<file path="src/rtl/lsu_split_pkg.sv">
package lsu_split_pkg;
  localparam int unsigned WORD_W = 32;
  localparam int unsigned LANES  = WORD_W / 8;
  localparam int unsigned OFF_W  = $clog2(LANES);

  typedef enum logic [1:0] {
    SZ_BYTE = 2'd0,
    SZ_HALF = 2'd1,
    SZ_WORD = 2'd2
  } size_e;

  // GNT1/RSP1: first part; GNT2/RSP: second or only part
  typedef enum logic [2:0] {
    ST_IDLE = 3'd0,
    ST_GNT1 = 3'd1,
    ST_RSP1 = 3'd2,
    ST_GNT2 = 3'd3,
    ST_RSP  = 3'd4
  } state_e;
endpackage

</file>
<file path="src/rtl/lsu_lanes.sv">
// Byte-enable and write-lane placement for both parts of an access.
module lsu_lanes
  import lsu_split_pkg::*;
(
  input  logic [OFF_W-1:0]  off_i,
  input  logic [1:0]        size_i,
  input  logic [WORD_W-1:0] wdata_i,
  output logic [LANES-1:0]  be_lo_o,
  output logic [LANES-1:0]  be_hi_o,
  output logic [WORD_W-1:0] wd_lo_o,
  output logic [WORD_W-1:0] wd_hi_o,
  output logic              split_o
);
  logic [LANES-1:0]    mask;
  logic [2*LANES-1:0]  be_all;
  logic [2*WORD_W-1:0] wd_all;

  always_comb begin
    unique case (size_i)
      SZ_BYTE: mask = LANES'(1);
      SZ_HALF: mask = LANES'(3);
      default: mask = '1;
    endcase
  end

  // Two-word window: low half is the first word, high half the spill
  assign be_all  = {{LANES{1'b0}}, mask} << off_i;
  assign wd_all  = {{WORD_W{1'b0}}, wdata_i} << {off_i, 3'b000};
  assign be_lo_o = be_all[LANES-1:0];
  assign be_hi_o = be_all[2*LANES-1:LANES];
  assign wd_lo_o = wd_all[WORD_W-1:0];
  assign wd_hi_o = wd_all[2*WORD_W-1:WORD_W];
  assign split_o = |be_hi_o;
endmodule

</file>
<file path="src/rtl/lsu_rdata.sv">
// Holds first-part load data, merges with the final beat, extends.
module lsu_rdata
  import lsu_split_pkg::*;
(
  input  logic              clk_i,
  input  logic              rst_ni,
  input  logic              cap_i,
  input  logic [WORD_W-1:0] rdata_i,
  input  logic              split_i,
  input  logic [OFF_W-1:0]  off_i,
  input  logic [1:0]        size_i,
  input  logic              sext_i,
  output logic [WORD_W-1:0] data_o
);
  logic [WORD_W-1:0]   lo_q;
  logic [2*WORD_W-1:0] merged;
  logic [WORD_W-1:0]   aligned;

  always_ff @(posedge clk_i or negedge rst_ni) begin
    if (!rst_ni) begin
      lo_q <= '0;
    end else if (cap_i) begin
      lo_q <= rdata_i;
    end
  end

  assign merged  = {rdata_i, (split_i ? lo_q : rdata_i)} >> {off_i, 3'b000};
  assign aligned = merged[WORD_W-1:0];

  always_comb begin
    unique case (size_i)
      SZ_BYTE: data_o = {{(WORD_W-8){sext_i & aligned[7]}}, aligned[7:0]};
      SZ_HALF: data_o = {{(WORD_W-16){sext_i & aligned[15]}}, aligned[15:0]};
      default: data_o = aligned;
    endcase
  end
endmodule

</file>
<file path="src/rtl/lsu_ctrl.sv">
// Access sequencer: grant/response tracking, error and fault latching.
module lsu_ctrl
  import lsu_split_pkg::*;
(
  input  logic clk_i,
  input  logic rst_ni,
  input  logic req_i,
  input  logic prot_fault_i,
  input  logic split_i,
  input  logic gnt_i,
  input  logic rvalid_i,
  input  logic err_i,
  output logic ready_o,
  output logic accept_o,
  output logic bus_req_o,
  output logic part2_o,
  output logic cap_o,
  output logic done_o,
  output logic err_o,
  output logic err_first_o,
  output logic fault_o,
  output logic wait_rsp_o,
  output logic part1_wait_o
);
  state_e state_q, state_d;
  logic   fault_q, fault_d;
  logic   err1_q, err1_d;
  logic   in_rsp, rsp_ev, granted;

  assign in_rsp  = (state_q == ST_RSP1) || (state_q == ST_RSP);
  // A faulted access advances as if every beat had been granted/answered
  assign rsp_ev  = in_rsp && (fault_q || rvalid_i);
  assign granted = fault_q || gnt_i;

  always_comb begin
    state_d = state_q;
    unique case (state_q)
      ST_IDLE: if (req_i)   state_d = ST_GNT1;
      ST_GNT1: if (granted) state_d = split_i ? ST_RSP1 : ST_RSP;
      ST_RSP1: if (rsp_ev)  state_d = ST_GNT2;
      ST_GNT2: if (granted) state_d = ST_RSP;
      ST_RSP:  if (rsp_ev)  state_d = ST_IDLE;
      default:              state_d = ST_IDLE;
    endcase
  end

  always_comb begin
    fault_d = fault_q;
    err1_d  = err1_q;
    if (accept_o) begin
      fault_d = prot_fault_i;
      err1_d  = 1'b0;
    end else if (state_d == ST_IDLE) begin
      fault_d = 1'b0;
      err1_d  = 1'b0;
    end else if ((state_q == ST_RSP1) && rvalid_i && err_i) begin
      err1_d  = 1'b1;
    end
  end

  always_ff @(posedge clk_i or negedge rst_ni) begin
    if (!rst_ni) begin
      state_q <= ST_IDLE;
      fault_q <= 1'b0;
      err1_q  <= 1'b0;
    end else begin
      state_q <= state_d;
      fault_q <= fault_d;
      err1_q  <= err1_d;
    end
  end

  assign ready_o      = (state_q == ST_IDLE);
  assign accept_o     = ready_o && req_i;
  assign bus_req_o    = ((state_q == ST_GNT1) || (state_q == ST_GNT2)) && !fault_q;
  assign part2_o      = (state_q == ST_GNT2);
  assign cap_o        = (state_q == ST_RSP1) && rvalid_i;
  assign done_o       = (state_q == ST_RSP) && rsp_ev;
  assign err_o        = done_o && (fault_q || err1_q || (rvalid_i && err_i));
  assign err_first_o  = fault_q || err1_q || !split_i;
  assign fault_o      = fault_q;
  assign wait_rsp_o   = in_rsp && !fault_q;
  assign part1_wait_o = (state_q == ST_RSP1) && !fault_q;
endmodule

</file>
<file path="src/rtl/lsu_split.sv">
module lsu_split
  import lsu_split_pkg::*;
#(
  parameter int unsigned ADDR_W = 32
) (
  input  logic              clk_i,
  input  logic              rst_ni,
  input  logic              req_i,
  output logic              ready_o,
  input  logic              we_i,
  input  logic [1:0]        size_i,
  input  logic              sext_i,
  input  logic [ADDR_W-1:0] addr_i,
  input  logic [WORD_W-1:0] wdata_i,
  input  logic              prot_fault_i,
  output logic              done_o,
  output logic              err_o,
  output logic [ADDR_W-1:0] err_addr_o,
  output logic [WORD_W-1:0] rdata_o,
  output logic              bus_req_o,
  input  logic              bus_gnt_i,
  output logic [ADDR_W-1:0] bus_addr_o,
  output logic              bus_we_o,
  output logic [LANES-1:0]  bus_be_o,
  output logic [WORD_W-1:0] bus_wdata_o,
  input  logic              bus_rvalid_i,
  input  logic [WORD_W-1:0] bus_rdata_i,
  input  logic              bus_err_i
);
  localparam int unsigned IDX_W = ADDR_W - OFF_W;

  logic [ADDR_W-1:0] addr_q;
  logic              we_q, sext_q;
  logic [1:0]        size_q;
  logic [WORD_W-1:0] wdata_q;

  logic              accept, part2, cap, split, err_first;
  logic              fault_q, wait_rsp, part1_wait;
  logic [LANES-1:0]  be_lo, be_hi;
  logic [WORD_W-1:0] wd_lo, wd_hi;
  logic [IDX_W-1:0]  word_idx, word_nxt;

  always_ff @(posedge clk_i or negedge rst_ni) begin
    if (!rst_ni) begin
      addr_q  <= '0;
      we_q    <= 1'b0;
      size_q  <= 2'd0;
      sext_q  <= 1'b0;
      wdata_q <= '0;
    end else if (accept) begin
      addr_q  <= addr_i;
      we_q    <= we_i;
      size_q  <= size_i;
      sext_q  <= sext_i;
      wdata_q <= wdata_i;
    end
  end

  lsu_lanes u_lanes (
    .off_i   (addr_q[OFF_W-1:0]),
    .size_i  (size_q),
    .wdata_i (wdata_q),
    .be_lo_o (be_lo),
    .be_hi_o (be_hi),
    .wd_lo_o (wd_lo),
    .wd_hi_o (wd_hi),
    .split_o (split)
  );

  lsu_ctrl u_ctrl (
    .clk_i        (clk_i),
    .rst_ni       (rst_ni),
    .req_i        (req_i),
    .prot_fault_i (prot_fault_i),
    .split_i      (split),
    .gnt_i        (bus_gnt_i),
    .rvalid_i     (bus_rvalid_i),
    .err_i        (bus_err_i),
    .ready_o      (ready_o),
    .accept_o     (accept),
    .bus_req_o    (bus_req_o),
    .part2_o      (part2),
    .cap_o        (cap),
    .done_o       (done_o),
    .err_o        (err_o),
    .err_first_o  (err_first),
    .fault_o      (fault_q),
    .wait_rsp_o   (wait_rsp),
    .part1_wait_o (part1_wait)
  );

  lsu_rdata u_rdata (
    .clk_i   (clk_i),
    .rst_ni  (rst_ni),
    .cap_i   (cap),
    .rdata_i (bus_rdata_i),
    .split_i (split),
    .off_i   (addr_q[OFF_W-1:0]),
    .size_i  (size_q),
    .sext_i  (sext_q),
    .data_o  (rdata_o)
  );

  assign word_idx    = addr_q[ADDR_W-1:OFF_W];
  assign word_nxt    = word_idx + IDX_W'(1);
  assign bus_addr_o  = {(part2 ? word_nxt : word_idx), {OFF_W{1'b0}}};
  assign bus_be_o    = part2 ? be_hi : be_lo;
  assign bus_wdata_o = part2 ? wd_hi : wd_lo;
  assign bus_we_o    = we_q;
  assign err_addr_o  = err_first ? addr_q : {word_nxt, {OFF_W{1'b0}}};
endmodule

</file>
<file path="config.mk">
export PLATFORM = sky130hd
export DESIGN_NAME = lsu_split
export DESIGN_NICKNAME = d
export VERILOG_FILES = /design/src/rtl/lsu_split_pkg.sv /design/src/rtl/lsu_lanes.sv /design/src/rtl/lsu_rdata.sv /design/src/rtl/lsu_ctrl.sv /design/src/rtl/lsu_split.sv
export SDC_FILE = /design/constraint.sdc
export NUM_CORES = 1
export LEC_CHECK = 0
export CAP_MARGIN = 20
export CORE_MARGIN = 3
export CORE_UTILIZATION = 40
export DETAILED_ROUTE_END_ITERATION = 8
export DONT_BUFFER_PORTS = 1
export SKIP_CTS_REPAIR_TIMING = 1
export SLEW_MARGIN = 20
export SYNTH_ARGS = -nofsm -noshare
export SYNTH_HDL_FRONTEND = slang
export SYNTH_HIERARCHICAL = 1
export SYNTH_SLANG_ARGS = --single-unit
</file>
<file path="constraint.sdc">
create_clock -name clk_i -period 3.19 [get_ports clk_i]
set_input_delay 0.1595 -clock clk_i [delete_from_list [all_inputs] [get_ports clk_i]]
set_output_delay 0.1595 -clock clk_i [all_outputs]
set_load 0.01 [all_outputs]
</file>
==> run summary, run 1 <==
Counting instances, the worst hold path has a depth of 3. The tools report the maximum number of pins on one net before global-route repair as 106. Clock tree synthesis selected as its root buffer the cell clkbuf_16. The floorplan has 52 rows. The synthesized area per cell was 10.3 µm². Once layout is done, the placed cells without fillers occupy 9740 µm². Initial antenna violation count: 0. Traced cell by cell, the critical path runs through buf_4 -> mux2_2 -> mux4_2 -> nand3_2 -> nand3_1 -> buf_4. The path category of the worst min-delay check is primary input to flop.

Across all layers, the routed design uses 6462 vias. TritonCTS built the clock tree. The logs give 371 for the number of design-rule violations left by the first detailed-router iteration and 0.495 mV for the largest voltage drop on the vdd net.

Worst slew margin relative to its limit: 0.397. The dominant delay contributor by cell family on the critical path was multiplexers. The static leakage is 4.00 nW.

Hold is met by 0.0361 ns. The post-layout utilization of the core was 0.480; the number of vias per cell after detailed routing was 5.63. The tools report the residual DRC count as 0. The number of buffers and inverters on the critical path was 2; the area of the multi-input gates was 5170 µm². The tools report the clock sink count as 105. Max-cap violations in this run came to 0. The width of the die came out at 150 µm.

Number of nets in the finished design: 980. The logs give 0 for the total count of hold-check failures in the final report and 1630 µm for the total length of routed met3 wires. At the placement stage, the worst setup path has a slack of 0.682 ns. The synthesized netlist occupies a cell area of 8310 µm². The flow ran to the end, and the final reports show no timing, DRC or antenna violations. The wire-length estimate of the detail-placed layout is 16200 µm. Cell seen most often among critical-path stages: buf_4. The run gives 244 as the number of top-level design ports.

The register area is 2640 µm², and the global route total overflow is 0. The cell count after synthesis came out at 808. The capturing point of the worst reg2reg path was wdata_q[0]$_DFFE_PN0P_. The overall fraction of global-route tracks in use was 0.191; the floorplan core area was 20300 µm².

The run gives 10900 µm as the met2 routed wirelength. The routed metal-1 wire length is 10300 µm, and the height of the chip is 150 µm. Kind of capture point of the worst setup path: a primary output. The worst register-to-register path begins at u_ctrl/state_q[2]$_DFF_PN0_.

The Yosys step of the flow raised 6 warnings. Based on the critical path, the design can be clocked at up to 344 MHz. For hold timing, the worst endpoint is u_ctrl/err1_q$_DFFE_PN0P_.

Setup repair after global routing left no endpoint under its margin. Summed over all failing endpoints, the final setup total negative slack is 0 ns. Routability-driven placement finished with a final weighted congestion of 0.845.

Dividing the detail-routed wire length by the instance count gives 20.3 µm. The highest net fanout along the worst path was 26; the die outline area was 22500 µm². The global-route wire length before repair came out at 34200 µm. The final critical-path share of the clock period works out to 0.910. For the total chip power, the log shows 10.7 mW. The pin slew with the least headroom to its limit is 0.905 ns. The ratio of cells with drive above 1 in the final layout was 0.258; the starting density of the core was 0.410.

For this block, the routed nets add up to 23200 µm of wire. For the worst setup path, the data arrival time is 2.74 ns. The number of fillers in the final layout is 1885.

The max-slew violation count was 0. The cell area power density is 1100 nW/µm². The minimum clock period after layout was 2.90 ns.

The tools report the number of global-route vias before repair as 5644. Data on the critical path is required at its endpoint by 3.03 ns. The later-pin clock latency in the skew report was 0.35 ns; the post-placement cell area was 8390 µm². In this run the top signal layer used is met4.

The setup slack of the critical path after layout is 0.286 ns, and the area growth from synthesis to layout is 17.2%. The tools report the number of nets still failing antenna checks after routing as 0. The worst-case reg-to-reg path depth works out to 3.

The critical path in this run is classified as flop to primary output. Buffers placed on the I/O ports in this run total 0. The logs give 3 for the count of H-tree levels built during CTS and 5 for the number of iterations in the first detailed-routing pass. The kind of start point of the critical path is a flop.

The clock passes through at most 2 buffers. The worst hold path begins at bus_rvalid_i. The clock tree skew after final layout came out at 0.00814 ns. The final cell count without fillers is 1147.

In this run the worst setup path begins at addr_q[0]$_DFFE_PN0P_. For the total clock buffers created by CTS, the log shows 9. Setup violations remaining at the end of the flow were counted as 0. Among all stages on the critical path, the largest delay is contributed by mux4_2. The reg-to-reg setup timing slack is 1.15 ns, and the worst stage delay on the critical path is 0.49 ns. Clock-pin slew was measured on the worst setup and hold paths at 0.07 ns.

The number of instances in the placed design was 1028.
## state kept, by name, summed over array words and instances (netlist names)
signal	flops
addr_q	32
size_q	2
u_ctrl/state_q	3
bus_we_o	1
wdata_q	32
u_ctrl/err1_q	1
sext_q	1
u_rdata/lo_q	32
u_ctrl/fault_o	1
## worst register-to-register path, stage by stage, from the launching register on
cell	delay (ns)
dfrtp_1	0.49
nor4b_4	0.59
buf_12	0.40
mux2_2	0.44
## how the worst max path moves through the flow
stage / to / slack (ns) / cells past startpoint
final: rdata_o[31] / 0.29 / 6
after global routing: rdata_o[31] / 0.13 / 6
after CTS: rdata_o[31] / 0.30 / 6
after detailed placement: rdata_o[31] / 0.68 / 6
after global placement: rdata_o[31] / 0.71 / 6
after floorplan: rdata_o[10] / 0.66 / 11
## metal layers
metal	vias to the layer above	track usage
li1	3046	-
met1	3182	0.268
met2	207	0.285
met3	27	0.0614
met4	0	0.0522
met5	-	0
## placed cells by master, fill, tap and decap left out, types with 6 or more instances in the layout
master         instances
mux2_2               160
dfrtp_1              103
dlygate4sd3_1        102
mux2i_1               82
nand2_1               46
xnor2_1               31
nand3_1               30
nor2_1                28
xor2_1                27
o21ai_0               26
buf_4                 21
nor2b_1               21
and3_1                16
nor3_1                16
o2bb2ai_1             16
and2_1                13
nand4_1               11
nor4_1                11
conb_1                11
inv_1                 10
mux4_2                10
clkbuf_16              9
a222oi_1               8
o211ai_1               7
a21oi_1                6
## report_power, final
part | internal (mW) | leakage [nW] | switching [mW] | total [mW]
Sequential | 2.01 | 1.25 | 0.883 | 2.90
Clock | 0.686 | 0.143 | 0.498 | 1.18
Combinational | 2.96 | 2.61 | 3.65 | 6.61
## layout make-up
type                            count  share of cell area
Clock buffer                       12              0.0243
Timing Repair Buffer              126               0.128
Inverter                           12             0.00462
Clock inverter                      3             0.00693
Sequential cell                   105               0.270
Tap cell                          270              0.0347
Multi-Input combinational cell    618               0.531
Antenna cell                        1            0.000257
Power figures use the tool's default switching activity.
==> inputs of run 2 (changes only) <==
Settings changed: SYNTH_HIERARCHICAL 1 to default.
==> run 2 against run 1 <==
  * Non-clock buffer count shrank 4
  * Synthesized cell count is 12% lower
  * Maximum frequency shrank 0.68%
  * Final cell count shrank 12%
  * Clock power decreased by 11%
  * Global-route usage is 1.5 points higher
  * Largest power group unchanged
  * Die area is 12% lower
  * Clock skew fell by 0.00082 ns
  * Sequential power shrank 3%
==> run summary, run 2 <==
The setup slack of the critical path after layout was 0.266 ns (-0.0198 ns). The height of the chip is 141 µm (-6.3%), and the synthesized area per cell is 10.2 µm² (-1.1%). The tools report the antenna diode count as 0 (-1). The width of the die is 141 µm (-6.3%), and the combinational power share is 0.586 (-0.032). In the post-synthesis netlist, the biggest area contributors are dfrtp_1 33%, mux2_2 20%, mux4_2 9.3%. The number of maximum-capacitance violations was 0 (unchanged); the total negative slack was 0 ns (unchanged). The post-layout instance area is 8720 µm² (-10%). The post-placement cell area is 7440 µm² (-11%), and the starting density of the core is 0.414 (+0.00472). The number of buffers on the longest clock path is 2 (unchanged), and the synthesized netlist cell count is 714 (-12%). Leaving out fill and tap cells, the most frequent cell in the layout is mux2_2.

Row count: 48 (-7.7%). The number of nets still failing antenna checks after routing came out at 0 (unchanged). The last weighted congestion value of the routability-driven placer came out at 0.869 (+2.9%).

In this run, synthesis inferred 0 flip-flops with an integrated enable. The detailed-route via count is 6078 (-5.9%), and the Yosys warning count is 0 (-6). For the required time at the endpoint of the critical path, the log shows 3.03 ns (about the same). The number of nets in the finished design was 890 (-9.2%); the pin slew with the least headroom to its limit was 1.04 ns (+0.134 ns). The post-synthesis cell area is 7260 µm² (-13%). STA classifies the critical path startpoint as a flop. The overall fraction of global-route tracks in use was 0.206 (+0.0151); the total count of hold-check failures in the final report was 0 (unchanged). The tools report the distinct cell type count after synthesis as 52.

Type of the worst setup path: flop to primary output. The clock-pin transition on the worst setup and hold timing paths is 0.06 ns (about the same). The run gives 5 (unchanged) as the number of iterations in the first detailed-routing pass.

The post-layout utilization of the core is 0.497 (+0.0175), and the half-perimeter wire length after placement is 15400 µm (-5.0%). The tools report the global route total overflow as 0 (unchanged). Setup repair after global routing left no endpoint under its margin.

The clock sink count was 97 (-7.6%). The logs give 22200 µm (-4.5%) for the wire length reported by the detailed router and 0.579 mV (+17%) for the largest voltage drop on the vdd net. The worst setup path is captured at a primary output. The cell accounting for the most synthesized area was dfrtp_1. The switching portion of total power is 0.474 (+0.00335). The logs give 5633 (-0.19%) for the number of global-route vias before repair and 32700 µm (-4.4%) for the global-route wire length before repair. The flow ran to the end, and the final reports show no timing, DRC or antenna violations. The number of top-level design ports is 244 (unchanged), and the static leakage is 3.47 nW (-13%). In the layout the commonest cells are 126 x mux2_2, 96 x dlygate4sd3_1, 95 x dfrtp_1. The start point of the worst min-delay path is bus_gnt_i.

Fraction of power consumed by sequential logic: 0.301 (+0.030). The final cell count without fillers was 1012 (-12%); the total clock buffers created by CTS was 9 (unchanged). The routed wirelength normalized by instance count came out at 21.9 µm (+8.2%). The most used flip-flop cell after synthesis was dfrtp_1. Final critical-path share of the clock period: 0.916 (+0.00621). The worst register-to-register path begins at u_ctrl.state_q[2]$_DFF_PN0_. The ratio of cells with drive above 1 in the final layout came out at 0.263 (+0.00503).

Tracing the worst setup path back leads to its startpoint at addr_q[1]$_DFFE_PN0P_. The clock tree skew after final layout is 0.00733 ns (-0.000816 ns). In the final layout, the registers with the most flip-flops are addr_q: 32 flops, wdata_q: 32 flops, u_rdata.lo_q: 24 flops.

Minimum clock period after layout: 2.92 ns (+0.0198 ns). The max-slew violation count was 0 (unchanged). The tools report the floorplan core area as 17500 µm² (-14%).

TritonCTS built the clock tree. The area share of the largest cell type after synthesis was 0.334; the later-pin clock latency in the skew report was 0.35 ns (about the same). The tools report the switching power as 4.40 mW (-12%).

Count of H-tree levels built during CTS: 3 (unchanged). The run gives 2.76 ns (+0.02 ns) as the critical path data arrival time. The run gives 9.30 mW (-13%) as the total chip power. The pre-CTS setup slack was 0.548 ns (-0.134 ns); the number of instances in the placed design was 897 (-13%).

The run gives 0.302 (-0.0950) as the worst slew margin relative to its limit. The number of input and output port buffers inserted works out to 0 (unchanged). The logs give 1 (+1) for the initial antenna violation count and 0.0557 ns (+0.0196 ns) for the worst slack on hold paths. In this run the clock root is driven by a clkbuf_16. Number of design-rule violations left by the first detailed-router iteration: 393 (+5.9%).

From synthesis to final layout, the design area changed by 20.1%. For the register area share after synthesis, the log shows 0.334. The number of vias per cell after detailed routing is 6.01 (+6.6%), and the cell area power density is 1070 nW/µm² (-2.8%).

The die outline area is 19800 µm² (-12%), and the internal power contribution is 4.90 mW (-14%). For the maximum number of pins on one net before global-route repair, the log shows 98 (-7.5%). The path category of the worst min-delay check is primary input to flop. The synthesized design contains 97 register bits. The fraction of registers with async set/reset came out at 1.00. The highest net fanout along the worst path works out to 38 (+46%).

The run gives 0 (unchanged) as the count of final setup violators. Cell with the most instances after synthesis: mux2_2. The part of the total power dissipated in the clock network was 0.113 (+0.002). The run gives 342 MHz (-0.68%) as the timing-limited maximum frequency. By count the netlist is led by 126 x mux2_2, 97 x dfrtp_1, 71 x nand2_1.

Residual DRC count: 0 (unchanged).
==> run 2: cell types whose count changed in the layout (fill, tap and decap cells not counted), sizes merged, moves of 20 or more <==
cell	previous run	this run
mux2	160	126
nand2	46	71
a21oi	6	27
mux2i	82	20
nor2b	21	0
mux4	10	30
==> run 2: power by group through the flow <==
stage | sequential [mW] | clock (mW) | combinational [mW]
after global placement | 2.75 | 0 | 5.21
after global routing | 2.92 | 1.14 | 5.88
after floorplan | 2.24 | 0 | 4.71
final | 2.80 | 1.05 | 5.45
after CTS | 2.78 | 1.09 | 5.33
after detailed placement | 2.81 | 0 | 5.31
==> run 2: area by class of cell <==
type / count / area (µm²)
Inverter: 8 / 30.0
Tap cell: 225 / 282
Clock inverter: 4 / 27.5
Multi-Input combinational cell: 544 / 4500
Clock buffer: 12 / 256
Fill cell: 1569 / 8810
Sequential cell: 97 / 2430
Timing Repair Buffer: 122 / 1190
==> run 2: logic make-up after synthesis <==
kind of cell             synth area share
XOR/XNOR                           0.0699
other                            0.000516
flip-flops                          0.334
buffers and inverters              0.0487
multiplexers                        0.316
adder cells (fa/ha/maj)           0.00172
AND/OR/NAND/NOR                     0.159
AO/OA/AOI/OAI                      0.0698
==> run 2: worst paths after layout <==
kind,slack (ns),cells after the start,end
min in group asynchronous,0.41,2,u_rdata.lo_q[24]$_DFFE_PN0P_
worst min register to register,0.51,1,u_rdata.lo_q[23]$_DFFE_PN0P_
worst max-delay path,0.27,6,rdata_o[18]
worst max register to register,1.00,5,wdata_q[10]$_DFFE_PN0P_
max in group asynchronous,2.34,2,addr_q[1]$_DFFE_PN0P_
worst min-delay path,0.06,3,u_ctrl.state_q[0]$_DFF_PN0_
==> run 2: routing by layer <==
layer / GRT usage / share of wire / vias up / wire length, µm
met3: 0.0621 / 0.074 / 34 / 1640
met2: 0.327 / 0.48 / 283 / 10700
li1: - / - / 2738 / -
met5: 0 / 0.00032 / - / 7
met1: 0.271 / 0.43 / 3021 / 9450
met4: 0.0673 / 0.020 / 2 / 437
==> run 2: critical path: stages, from the launching register on <==
cell and delay (ns):
dfrtp_4 0.66, buf_4 0.43, and2_1 0.19, o221ai_1 0.16, a22oi_1 0.48, buf_4 0.30
nand3_1 0.18
